### src/rtl/stack_seq_pkg.sv
package stack_seq_pkg;

  localparam int STEP_W = 3;

  typedef enum logic [2:0] {
    OP_PUSH = 3'd0,
    OP_POP  = 3'd1,
    OP_CALL = 3'd2,
    OP_RET  = 3'd3,
    OP_RETI = 3'd4,
    OP_IRQ  = 3'd5
  } seqOp_e;

  typedef enum logic [1:0] {
    WR_OPERAND = 2'd0,
    WR_PC      = 2'd1,
    WR_SR      = 2'd2
  } wrSrc_e;

  typedef enum logic [1:0] {
    PC_HOLD    = 2'd0,
    PC_MEM     = 2'd1,
    PC_OPERAND = 2'd2,
    PC_VECTOR  = 2'd3
  } pcSrc_e;

  typedef struct packed {
    logic   latchIn;
    logic   spDec;
    logic   spInc;
    logic   memRd;
    logic   memWr;
    wrSrc_e wrSrc;
    pcSrc_e pcSrc;
    logic   srFromMem;
    logic   clrGie;
    logic   popCap;
    logic   done;
  } seqStrobe_t;

  function automatic logic [STEP_W-1:0] seqLength(seqOp_e code);
    case (code)
      OP_PUSH: return STEP_W'(2);
      OP_POP:  return STEP_W'(3);
      OP_CALL: return STEP_W'(3);
      OP_RET:  return STEP_W'(3);
      OP_RETI: return STEP_W'(5);
      default: return STEP_W'(6);
    endcase
  endfunction

endpackage

### src/rtl/stack_seq_ctrl.sv
module stack_seq_ctrl
  import stack_seq_pkg::*;
(
  input  logic       clk,
  input  logic       rstN,
  input  logic       start,
  input  logic [2:0] opCode,
  output logic       busy,
  output seqStrobe_t strobe
);

  seqOp_e              opReg;
  logic [STEP_W-1:0]   stepCnt;
  logic [STEP_W-1:0]   lastStep;
  logic                accept;

  assign busy     = (stepCnt != '0);
  assign lastStep = seqLength(opReg);
  assign accept   = start && !busy && (opCode <= 3'd5);

  always_ff @(posedge clk) begin
    if (!rstN) begin
      opReg   <= OP_PUSH;
      stepCnt <= '0;
    end else if (accept) begin
      opReg   <= seqOp_e'(opCode);
      stepCnt <= STEP_W'(1);
    end else if (busy) begin
      stepCnt <= (stepCnt == lastStep) ? '0 : stepCnt + STEP_W'(1);
    end
  end

  always_comb begin
    strobe         = '0;
    strobe.latchIn = accept;
    strobe.done    = busy && (stepCnt == lastStep);
    if (busy) begin
      case (opReg)
        OP_PUSH: begin
          if (stepCnt == 3'd1) strobe.spDec = 1'b1;
          if (stepCnt == 3'd2) begin
            strobe.memWr = 1'b1;
            strobe.wrSrc = WR_OPERAND;
          end
        end
        OP_POP: begin
          if (stepCnt == 3'd1) strobe.memRd = 1'b1;
          if (stepCnt == 3'd2) begin
            strobe.popCap = 1'b1;
            strobe.spInc  = 1'b1;
          end
        end
        OP_CALL: begin
          if (stepCnt == 3'd1) strobe.spDec = 1'b1;
          if (stepCnt == 3'd2) begin
            strobe.memWr = 1'b1;
            strobe.wrSrc = WR_PC;
          end
          if (stepCnt == 3'd3) strobe.pcSrc = PC_OPERAND;
        end
        OP_RET: begin
          if (stepCnt == 3'd1) strobe.memRd = 1'b1;
          if (stepCnt == 3'd2) begin
            strobe.pcSrc = PC_MEM;
            strobe.spInc = 1'b1;
          end
        end
        OP_RETI: begin
          if (stepCnt == 3'd1 || stepCnt == 3'd3) strobe.memRd = 1'b1;
          if (stepCnt == 3'd2) begin
            strobe.srFromMem = 1'b1;
            strobe.spInc     = 1'b1;
          end
          if (stepCnt == 3'd4) begin
            strobe.pcSrc = PC_MEM;
            strobe.spInc = 1'b1;
          end
        end
        default: begin
          if (stepCnt == 3'd1 || stepCnt == 3'd3) strobe.spDec = 1'b1;
          if (stepCnt == 3'd2) begin
            strobe.memWr = 1'b1;
            strobe.wrSrc = WR_PC;
          end
          if (stepCnt == 3'd4) begin
            strobe.memWr = 1'b1;
            strobe.wrSrc = WR_SR;
          end
          if (stepCnt == 3'd5) strobe.clrGie = 1'b1;
          if (stepCnt == 3'd6) strobe.pcSrc  = PC_VECTOR;
        end
      endcase
    end
  end

endmodule

### src/rtl/stack_seq_dpath.sv
module stack_seq_dpath
  import stack_seq_pkg::*;
#(
  parameter int                DATA_W   = 16,
  parameter logic [DATA_W-1:0] SP_RESET = 16'h0400,
  parameter logic [DATA_W-1:0] PC_RESET = 16'h0000,
  parameter int                GIE_BIT  = 3
) (
  input  logic              clk,
  input  logic              rstN,
  input  seqStrobe_t        strobe,
  input  logic [DATA_W-1:0] operand,
  input  logic [DATA_W-1:0] vector,
  input  logic [DATA_W-1:0] memRdData,
  output logic [DATA_W-1:0] sp,
  output logic [DATA_W-1:0] pc,
  output logic [DATA_W-1:0] sr,
  output logic [DATA_W-1:0] popData,
  output logic [DATA_W-1:0] memAddr,
  output logic [DATA_W-1:0] memWrData,
  output logic              memRdEn,
  output logic              memWrEn
);

  localparam logic [DATA_W-1:0] WORD_STEP = DATA_W'(2);
  localparam logic [DATA_W-1:0] SP_INIT   = {SP_RESET[DATA_W-1:1], 1'b0};

  logic [DATA_W-1:0] operandReg;
  logic [DATA_W-1:0] vectorReg;

  always_ff @(posedge clk) begin
    if (!rstN) begin
      operandReg <= '0;
      vectorReg  <= '0;
    end else if (strobe.latchIn) begin
      operandReg <= operand;
      vectorReg  <= vector;
    end
  end

  always_ff @(posedge clk) begin
    if (!rstN) begin
      sp <= SP_INIT;
    end else if (strobe.spDec) begin
      sp <= sp - WORD_STEP;
    end else if (strobe.spInc) begin
      sp <= sp + WORD_STEP;
    end
  end

  always_ff @(posedge clk) begin
    if (!rstN) begin
      pc <= PC_RESET;
    end else begin
      case (strobe.pcSrc)
        PC_MEM:     pc <= memRdData;
        PC_OPERAND: pc <= operandReg;
        PC_VECTOR:  pc <= vectorReg;
        default:    pc <= pc;
      endcase
    end
  end

  always_ff @(posedge clk) begin
    if (!rstN) begin
      sr <= '0;
    end else if (strobe.srFromMem) begin
      sr <= memRdData;
    end else if (strobe.clrGie) begin
      sr[GIE_BIT] <= 1'b0;
    end
  end

  always_ff @(posedge clk) begin
    if (!rstN) begin
      popData <= '0;
    end else if (strobe.popCap) begin
      popData <= memRdData;
    end
  end

  always_comb begin
    case (strobe.wrSrc)
      WR_PC:   memWrData = pc;
      WR_SR:   memWrData = sr;
      default: memWrData = operandReg;
    endcase
  end

  assign memAddr = sp;
  assign memRdEn = strobe.memRd;
  assign memWrEn = strobe.memWr;

endmodule

### src/rtl/stack_seq.sv
module stack_seq
  import stack_seq_pkg::*;
#(
  parameter int                DATA_W   = 16,
  parameter logic [DATA_W-1:0] SP_RESET = 16'h0400,
  parameter logic [DATA_W-1:0] PC_RESET = 16'h0000,
  parameter int                GIE_BIT  = 3
) (
  input  logic              clk,
  input  logic              rstN,
  input  logic              start,
  input  logic [2:0]        opCode,
  input  logic [DATA_W-1:0] operand,
  input  logic [DATA_W-1:0] vector,
  input  logic [DATA_W-1:0] memRdData,
  output logic              busy,
  output logic              done,
  output logic [DATA_W-1:0] sp,
  output logic [DATA_W-1:0] pc,
  output logic [DATA_W-1:0] sr,
  output logic [DATA_W-1:0] popData,
  output logic [DATA_W-1:0] memAddr,
  output logic [DATA_W-1:0] memWrData,
  output logic              memRdEn,
  output logic              memWrEn
);

  seqStrobe_t strobe;

  stack_seq_ctrl u_ctrl (
    .clk    (clk),
    .rstN   (rstN),
    .start  (start),
    .opCode (opCode),
    .busy   (busy),
    .strobe (strobe)
  );

  stack_seq_dpath #(
    .DATA_W   (DATA_W),
    .SP_RESET (SP_RESET),
    .PC_RESET (PC_RESET),
    .GIE_BIT  (GIE_BIT)
  ) u_dpath (
    .clk       (clk),
    .rstN      (rstN),
    .strobe    (strobe),
    .operand   (operand),
    .vector    (vector),
    .memRdData (memRdData),
    .sp        (sp),
    .pc        (pc),
    .sr        (sr),
    .popData   (popData),
    .memAddr   (memAddr),
    .memWrData (memWrData),
    .memRdEn   (memRdEn),
    .memWrEn   (memWrEn)
  );

  assign done = strobe.done;

endmodule

### config.mk
export PLATFORM = sky130hd
export DESIGN_NAME = stack_seq
export DESIGN_NICKNAME = d
export VERILOG_FILES = /design/src/rtl/stack_seq_pkg.sv /design/src/rtl/stack_seq_ctrl.sv /design/src/rtl/stack_seq_dpath.sv /design/src/rtl/stack_seq.sv
export SDC_FILE = /design/constraint.sdc
export NUM_CORES = 1
export LEC_CHECK = 0
export BUFFER_PORTS_ARGS = -buffer_cell sky130_fd_sc_hd__buf_2
export CORE_ASPECT_RATIO = 2
export CORE_MARGIN = 2
export CORE_UTILIZATION = 53
export CTS_CLUSTER_DIAMETER = 30
export DETAILED_ROUTE_END_ITERATION = 6
export PLACE_DENSITY = 0.87
export SLEW_MARGIN = 20
export SYNTH_ARGS = -nofsm -noshare
export SYNTH_HDL_FRONTEND = slang
export SYNTH_HIERARCHICAL = 1
export SYNTH_SLANG_ARGS = --single-unit
### constraint.sdc
create_clock -name clk -period 5.1 [get_ports clk]
set_clock_uncertainty 0.2 [all_clocks]
set_input_delay 0.765 -clock clk [delete_from_list [all_inputs] [get_ports clk]]
set_output_delay 0.765 -clock clk [all_outputs]
set_load 0.01 [all_outputs]
# After elaboration in Yosys (flattened, before gate mapping)
# Index checks and enable logic that the tools add are counted.
[word_totals]
register_bits = 102
inputBits = 54
output_inout_bits = 100
elab_cells = 79
[classes]
n_addsub = 3
order_cmp = 1
n_eq_ne = 16
muxes = 30
bitwise = 1
n_reduce_logical = 18
[ops]
columns = ["op", "count"]
rows = [
  ["case mux 16 bit (3 select lines)", 1],
  ["2-to-1 mux 16 bit", 2],
  ["case mux 16 bit (2 select lines)", 1],
  ["case mux 3 bit (3 select lines)", 2],
  ["adder 16 x 2 -> 16 bit (second input constant)", 1],
  ["subtractor 16 x 2 -> 16 bit (second input constant)", 1],
  ["2-to-1 mux 1 bit", 14],
  ["equality test 3 x 2 -> 1 bit (second input constant)", 4],
  ["equality test 3 bit (second input constant)", 4],
  ["2-to-1 mux 3 bit", 4],
  ["2-to-1 mux 11 bit", 1],
  ["case mux 2 bit (4 select lines)", 1],
  ["OR reduction 2 bit", 4],
  ["equality test 2 bit (second input constant)", 3],
  ["equality test 3 x 1 -> 1 bit (second input constant)", 2],
  ["nonzero test 2 bit", 3],
  ["nonzero test 3 bit", 2],
  ["OR reduction 3 bit", 2],
  ["OR reduction 5 bit", 1],
  ["equality test 2 x 1 -> 1 bit (second input constant)", 2],
  ["2-to-1 mux 2 bit", 2],
  ["case mux 2 bit (2 select lines)", 1],
  ["adder 3 x 1 -> 3 bit (second input constant)", 1],
  ["equality test 3 bit", 1],
  ["other kinds (7)", 9],
]

# Depth between registers and ports, before layout
# Gate-level depths: netlist of the first run.
[logic_depth]
ltp_word = 7
ltp_mapped = 14
depth_no_buf = 13

# Modules after synthesis
# The synthesis of the first run kept the hierarchy.
[modules_own_cells]
columns = ["mod", "instances", "cells_each", "area_per_inst_um2", "seq_area_each_um2"]
rows = [
  ["stack_seq_dpath", 1, 481, 4822.1, 1901.8],
  ["stack_seq_ctrl", 1, 86, 635.6, 120.1],
]

# Worst setup path after synthesis of the first run
# No wires, ideal clock.
[synth_timing]
path_kind = "register to register"
startpoint = "register u_ctrl.stepCnt[0]"
endpoint = "register u_dpath.sp[15], in the netlist u_dpath/memAddr[15]"
setup_ns = 0.072
arrival_ns = 3.875
t_required_ns = 4.828
path_slack_ns = 0.953
stages_incl_launch_ff = 15
path_buffers = 1
synth_period_minus_slack_ns = 4.147
cell_sequence = "dfxtp_1 inv_1 ha_1 nor2b_1 buf_6 inv_1 o21ai_0 nor3_1 ha_1 a21oi_2 o221ai_2 a31oi_4 nor2_2 mux2i_1 mux2i_1"
[synth_lines]
columns = ["element", "line", "rtl"]
rows = [
  ["start: declaration", "stack_seq_ctrl.sv:13", "logic [STEP_W-1:0] stepCnt;"],
  ["start signal: assignment", "stack_seq_ctrl.sv:29", "stepCnt <= (stepCnt == lastStep) ? '0 : stepCnt + STEP_W'(1);"],
  ["end signal: assignment", "stack_seq_dpath.sv:45", "sp <= sp - WORD_STEP;"],
  ["end signal: assignment", "stack_seq_dpath.sv:47", "sp <= sp + WORD_STEP;"],
  ["end: declaration", "stack_seq_dpath.sv:15", "output logic [DATA_W-1:0] sp,"],
]

==> results by group, run 1 <==
Finish
  – Net count, final: 754
  – Fill cell total of the finished layout: around 820
  – Most common cell after layout, fill and taps aside: buf_2
  – Layout cells sized above 1: a little under a third
  – Antenna Cells: 0
  – Highest-count cells in the layout ignoring fill and taps: buf_2, dfxtp_1, mux2i_1, nor2b_1
  – Area Overhead vs Synth: 18.2%

Clock network
  – Post-CTS Hold Buffers: 0
  – Clock Latency Late Sink: ~0.35 ns
  – Post-CTS Resized: 0
  – # H-tree levels: 3
  – Cell at the root of the clock tree: clkbuf_16
  – Clock input transition at the sequential cells of the worst setup and hold paths: approximately 0.07 ns
  – Number of clock buffers inserted by TritonCTS: 9
  – TritonCTS clock tree: yes
  – Buffers inserted by post-CTS timing repair: 0
  – CTS sink count: 101
  – Maximum count of clock buffers along a single path: 2

STA
  – Total count of hold-check failures in the final report: 0
  – Maximum clock frequency: roughly 230 MHz
  – RSZ-0062 raised after global routing: false
  – Final Max Slew Viols: 0
  – Accumulated negative setup slack: 0 ns
  – Final clock period utilization by the worst path: around 86%
  – Transition time at the pin with the least slew margin: 0.973 ns
  – Crit path time final: between 4 and 5 ns
  – Finish-stage setup viols: 0
  – Headroom to the max-slew limit: 35.2%

Global routing
  – Largest net degree at the start of global routing: a little over 60
  – Wire length of the first global-routing pass: about 23000 µm
  – Via count of the first global-routing pass: just under 5000
  – Global-route total usage across every layer: a little over a quarter
  – Total global routing overflow: 0
  – Number of antenna violations at the first check in global routing: 0

Synth
  – Post-synthesis instance area: 5460 µm²
  – Synthesized area per cell: between 9 and 10 µm²
  – Area fraction of the dominant cell type after synthesis: between 30% and 40%
  – Cell accounting for the most synthesized area: dfxtp_1
  – Dominant synthesized flop cell: dfxtp_1
  – Cells after synthesis: about 570
  – Seq/Total Area, Yosys: 37.0%
  – Async set-or-reset flop fraction in the synthesized netlist: 0%
  – Cell types occupying the most area after synthesis: dfxtp_1, mux2i_1, nor2b_1, mux4_2, ha_1
  – Number of enable-type register cells in the synthesized netlist: 0
  – Number of synthesized register bits: approximately 100
  – Warning count from the yosys run: 6
  – Number of distinct library cells after synthesis: between 50 and 60

Placement
  – Buffers on Ports: about 150
  – Placed wire-length estimate: 10700 µm
  – Final weighted congestion in routability-driven placement: 0.844

Floorplan
  – Initial standard-cell utilization of the core: a little over half
  – Ports: approximately 150
  – Core Rows: 52
  – Overall die area: 11200 µm²
  – Die Ht: around 150 µm
  – Core Footprint: 10100 µm²
  – Die boundary width: roughly 76 µm

Route
  – Count of routing violations after the opening detailed-route iteration: 281
  – Count of nets left with antenna violations after detail routing: 0
  – Total via count in the routed design: between 4000 and 5000
  – Number of search-and-repair iterations in the first detailed-routing pass: 5
  – Routed wire per std cell: roughly 18 µm
  – Total wire length after detailed routing: around 15000 µm
  – Number of vias per cell after detailed routing: around 5.7
  – Count of unresolved DRC violations after routing: 0

Pwr
  – Peak ir drop on the vdd network: around 0.00023 V
  – Total power: between 0.002 and 0.0025 W
  – Power density over cell area: approximately 330 nW/µm²
  – Leakage power total: ~2.7 nW

Min path
  – Class of the tightest hold or removal check: flop to flop

Critical path
  – Cell Chain, Critical Path: inv_1 -> ha_1 -> nor3b_1 -> nor2b_1 -> inv_1 -> ha_1 -> o21ai_0 -> buf_2
  – Startpoint Class: flop
  – Peak fanout along the critical path: 32
  – Type of the setup path with the least slack: flop to primary output
  – Worst path max stage delay: between 0.9 and 1 ns
  – Cell with the largest stage delay on the worst path: ha_1
  – Type of element capturing the critical path: primary output
  – CP Data Required Time: 4.14 ns
  – Data arrival time of the worst path: around 3.4 ns

Run status
  – Run status: finished clean

Run
  – Number of max-capacitance violations reported: 0
==> Yosys cell counts, types with 2 or more instances <==
library cell,n
buf_6,2
xnor2_1,5
o21a_1,2
a31oi_1,3
clkbuf_1,21
or2_2,4
buf_2,10
a21oi_1,19
nor2_1,11
mux2i_1,69
inv_1,13
or3_1,2
nor3_1,4
ha_1,20
xor2_1,6
o21ai_0,36
mux4_2,16
a22oi_1,16
nand2_1,36
nor3b_1,3
a21boi_0,4
nor2b_1,67
o211ai_1,3
nand4_1,2
nand2b_1,2
o31ai_1,2
nand3_1,16
and2b_1,2
dfxtp_1,101
a21oi_2,3
o32ai_1,2
and2_1,24
buf_4,22
==> report_power, final <==
part | leakage, nW | switching (W) | internal [W]
Sequential | 0.818 | 0.0000574 | 0.000844
Clock | 0.141 | 0.000318 | 0.000387
Combinational | 1.77 | 0.000286 | 0.000208
==> logic make-up after synthesis <==
| kind of cell | count (synthesis) | synth area share, % |
|---|---|---|
| and+or+nand+nor | 179 | 18.3 |
| DFF | 101 | 37.0 |
| AOI/OAI and AO/OA | 100 | 11.8 |
| muxes | 85 | 19.3 |
| buffers and inverters | 69 | 6.76 |
| adders and majority gates | 21 | 4.95 |
| xor gates and xnor gates | 11 | 1.77 |
| other | 1 | 0.0687 |
==> state kept, by name, indices dropped and copies added, names as in the netlist <==
name                count
u_dpath/operandReg     16
u_dpath/pc             16
u_dpath/popData        16
u_dpath/sr             16
u_dpath/vectorReg      16
u_dpath/memAddr        15
u_ctrl/opReg            3
u_ctrl/stepCnt          3
==> metrics by stage <==
step / hold WS (ns) / instances / utilization (%) / setup slack, ns / cell area (µm²)
2_1_floorplan: 0.277 / 568 / - / 0.953 / 5460
3_3_place_gp: 0.273 / 803 / 60.9 / 1.37 / 6140
3_5_place_dp: 0.290 / 803 / 60.9 / 1.20 / 6140
4_1_cts: 0.300 / 819 / 64.0 / 0.806 / 6450
5_1_grt: 0.324 / 819 / 64.0 / 0.391 / 6450
6_report: 0.299 / 819 / 64.0 / 0.736 / 6450
==> layout make-up <==
| type | instances | area (µm²) | area share [%] |
|---|---|---|---|
| clock buffers | 9 | 225 | 3.49 |
| flip-flops and latches | 101 | 2020 | 31.3 |
| well taps | 135 | 169 | 2.62 |
| repair buffers | 156 | 793 | 12.3 |
| inverters | 13 | 48.8 | 0.756 |
| multi-input cells | 398 | 3110 | 48.3 |
| clock inverters | 7 | 81.3 | 1.26 |
==> final timing paths <==
kind	startpoint	endpoint	slack, ns	cells after the start
hold / removal	u_dpath/memAddr[15]	u_dpath/memAddr[15]	0.30	2
setup reg to reg	u_ctrl/stepCnt[0]	u_dpath/memAddr[14]	1.12	14
setup / recovery	u_ctrl/stepCnt[0]	memWrData[15]	0.74	8
hold reg to reg	u_dpath/memAddr[15]	u_dpath/memAddr[15]	0.30	2
==> layer usage <==
metal  up-vias  global-route usage, %  share of wire, %
met3        67                   4.77               5.0
met4         0                   15.5               4.9
met1      2205                   27.7                35
met5         -                      0                 0
met2       216                   47.3                55
li1       2189                      -                 -
==> critical path, delay by kind of cell (launching register included) <==
| kind | cells | cell delay, ns |
|---|---|---|
| AOI/OAI and AO/OA | 1 | 0.29 |
| and+or+nand+nor | 2 | 0.67 |
| adders and majority gates | 2 | 1.22 |
| DFF | 1 | 0.48 |
| buffers and inverters | 3 | 0.40 |
(Power assumes the default switching activity.)
==> run 2, diff against run 1 <==
--- a/config.mk
+++ b/config.mk
@@ -11,7 +11,8 @@
 export CORE_UTILIZATION = 53
 export CTS_CLUSTER_DIAMETER = 30
 export DETAILED_ROUTE_END_ITERATION = 6
-export PLACE_DENSITY = 0.87
+export PLACE_DENSITY = 0.8
+export SKIP_LAST_GASP = 1
 export SLEW_MARGIN = 20
 export SYNTH_ARGS = -nofsm -noshare
 export SYNTH_HDL_FRONTEND = slang
==> run 2 against run 1 <==
  * Sequential power barely moved
  * Design area fell by 0.48%
  * Count of clock-buffer cells in the layout rose by 3
  * Largest power group unchanged
  * Maximum frequency rose by 1.7%
  * Sequential share of layout area rose by 0.15 points
  * Register-to-register slack improved by 0.06 ns
  * Clock power fell by 8.9%
==> results by group, run 2 (same netlist as run 1, synthesis figures left out) <==
Clock network
  – Number of clock buffers inserted by TritonCTS: 9
  – Maximum count of clock buffers along a single path: 2
  – CTS sink count: just over 100
  – TritonCTS clock tree: yes
  – Cell at the root of the clock tree: clkbuf_16
  – Clock input transition at the sequential cells of the worst setup and hold paths: roughly 0.06 ns
  – Buffers inserted by post-CTS timing repair: 0
  – Post-CTS Resized: 0
  – Clock Latency Late Sink: 0.34 ns
  – # H-tree levels: 3
  – Post-CTS Hold Buffers: 0

Finish
  – Highest-count cells in the layout ignoring fill and taps: buf_2, dfxtp_1, mux2i_1, nor2b_1
  – Net count, final: 755
  – Area Overhead vs Synth: 17.7%
  – Final cell count without fillers: approximately 820
  – Total non-filler cell area in the finished layout: 6420 µm²
  – Layout cells sized above 1: between 30 and 40%
  – Most common cell after layout, fill and taps aside: buf_2

Pwr
  – Peak ir drop on the vdd network: 0.000260 V
  – Power density over cell area: roughly 320 nW/µm²
  – Total power: just over 0.002 W
  – Leakage power total: 2.73 nW

STA
  – RSZ-0062 raised after global routing: false
  – Accumulated negative setup slack: 0 ns
  – Final clock period utilization by the worst path: a little over four fifths
  – Headroom to the max-slew limit: about a quarter
  – Crit path time final: roughly 4.3 ns
  – Transition time at the pin with the least slew margin: 1.10 ns
  – Finish-stage setup viols: 0
  – Final Max Slew Viols: 0
  – Maximum clock frequency: between 200 and 250 MHz
  – Total count of hold-check failures in the final report: 0

Run
  – Number of max-capacitance violations reported: 0

Route
  – Number of search-and-repair iterations in the first detailed-routing pass: 4
  – Total via count in the routed design: 4583
  – Count of unresolved DRC violations after routing: 0
  – Total wire length after detailed routing: 13900 µm
  – Routed wire per std cell: ~17 µm
  – Count of routing violations after the opening detailed-route iteration: approximately 250
  – Count of nets left with antenna violations after detail routing: 0
  – Number of vias per cell after detailed routing: 5.58

Critical path
  – Worst path max stage delay: roughly 0.94 ns
  – Cell Chain, Critical Path: inv_1 -> ha_1 -> nor3b_1 -> nor2b_1 -> inv_1 -> ha_1 -> o21ai_0 -> buf_2
  – CP delay by family, top: adder cells
  – WP buf/inv: 3
  – Cell with the largest stage delay on the worst path: ha_1
  – Peak fanout along the critical path: 32
  – Startpoint Class: flop
  – Type of the setup path with the least slack: flop to primary output
  – Data arrival time of the worst path: between 3 and 4 ns
  – CP Data Required Time: about 4.1 ns
  – Type of element capturing the critical path: primary output

Floorplan
  – Die Ht: around 150 µm
  – Ports: about 150
  – Die boundary width: roughly 76 µm
  – Overall die area: about 11000 µm²
  – Core Rows: 52
  – Core Footprint: approximately 10000 µm²
  – Initial standard-cell utilization of the core: a little over half

Placement
  – Post-placement cell area: around 6100 µm²
  – Buffers on Ports: approximately 150
  – Final weighted congestion in routability-driven placement: around 0.85
  – Cell count after placement: approximately 800
  – Placed wire-length estimate: around 10000 µm

Global routing
  – Global-route total usage across every layer: ~26%
  – Wire length of the first global-routing pass: 22100 µm
  – Total global routing overflow: 0
  – Number of antenna violations at the first check in global routing: 1
  – Largest net degree at the start of global routing: 80
  – Via count of the first global-routing pass: 4666

Run status
  – Run status: finished clean

Min path
  – Class of the tightest hold or removal check: flop to flop
==> run 2: cell types whose count changed in the layout (fill, tap and decap cells not counted), sizes merged <==
cell	change
clkbuf	+3
clkinv	+2
clkinvlp	-2
inv	-2
buf	+1
bufinv	-1
diode	+1
==> run 2: worst paths after layout <==
| check | start | endpoint | slack (ns) | cells past startpoint |
|---|---|---|---|---|
| max reg2reg | u_ctrl/stepCnt[0] | u_dpath/memAddr[15] | 1.18 | 14 |
| max | u_ctrl/stepCnt[0] | memWrData[15] | 0.81 | 8 |
| min reg2reg | u_dpath/memAddr[15] | u_dpath/memAddr[15] | 0.31 | 2 |
| min | u_dpath/memAddr[15] | u_dpath/memAddr[15] | 0.31 | 2 |
==> run 2: through the flow <==
stage | util [%] | setup slack (ns) | hold slack, ns
finish | 63.7 | 0.808 | 0.310
global route | 63.7 | 0.540 | 0.328
CTS | 63.6 | 0.828 | 0.309
detailed placement | 60.9 | 1.21 | 0.297
global placement | 60.9 | 1.38 | 0.270
floorplan | - | 0.953 | 0.277
==> run 2: tightest hold or removal path: cells and delay by family (launching register included) <==
family	cells	cell delay [ns]
multiplexers	1	0.06
flip-flops	1	0.34
AND/OR/NAND/NOR	1	0.06
==> run 2: layout make-up <==
type	count	area, µm²
Antenna cell	1	2.50
Clock buffer	12	246
Inverter	13	48.8
Timing Repair Buffer	157	801
Fill cell	828	3660
Tap cell	135	169
Multi-Input combinational cell	398	3100
Clock inverter	4	32.5
Sequential cell	101	2020
==> run 2: routing by layer <==
metal,vias up,GRT usage (%),share of wire (%),routed length [µm]
met4,0,12.1,4.1,566
met2,158,45.6,55,7580
li1,2191,-,-,-
met3,42,4.57,4.8,669
met1,2192,27.5,36,5040
met5,-,0,0,0
==> run 2: where the power goes <==
part           internal, W  switching, W
Sequential        0.000844     0.0000563
Combinational     0.000206      0.000275
Clock             0.000348      0.000295
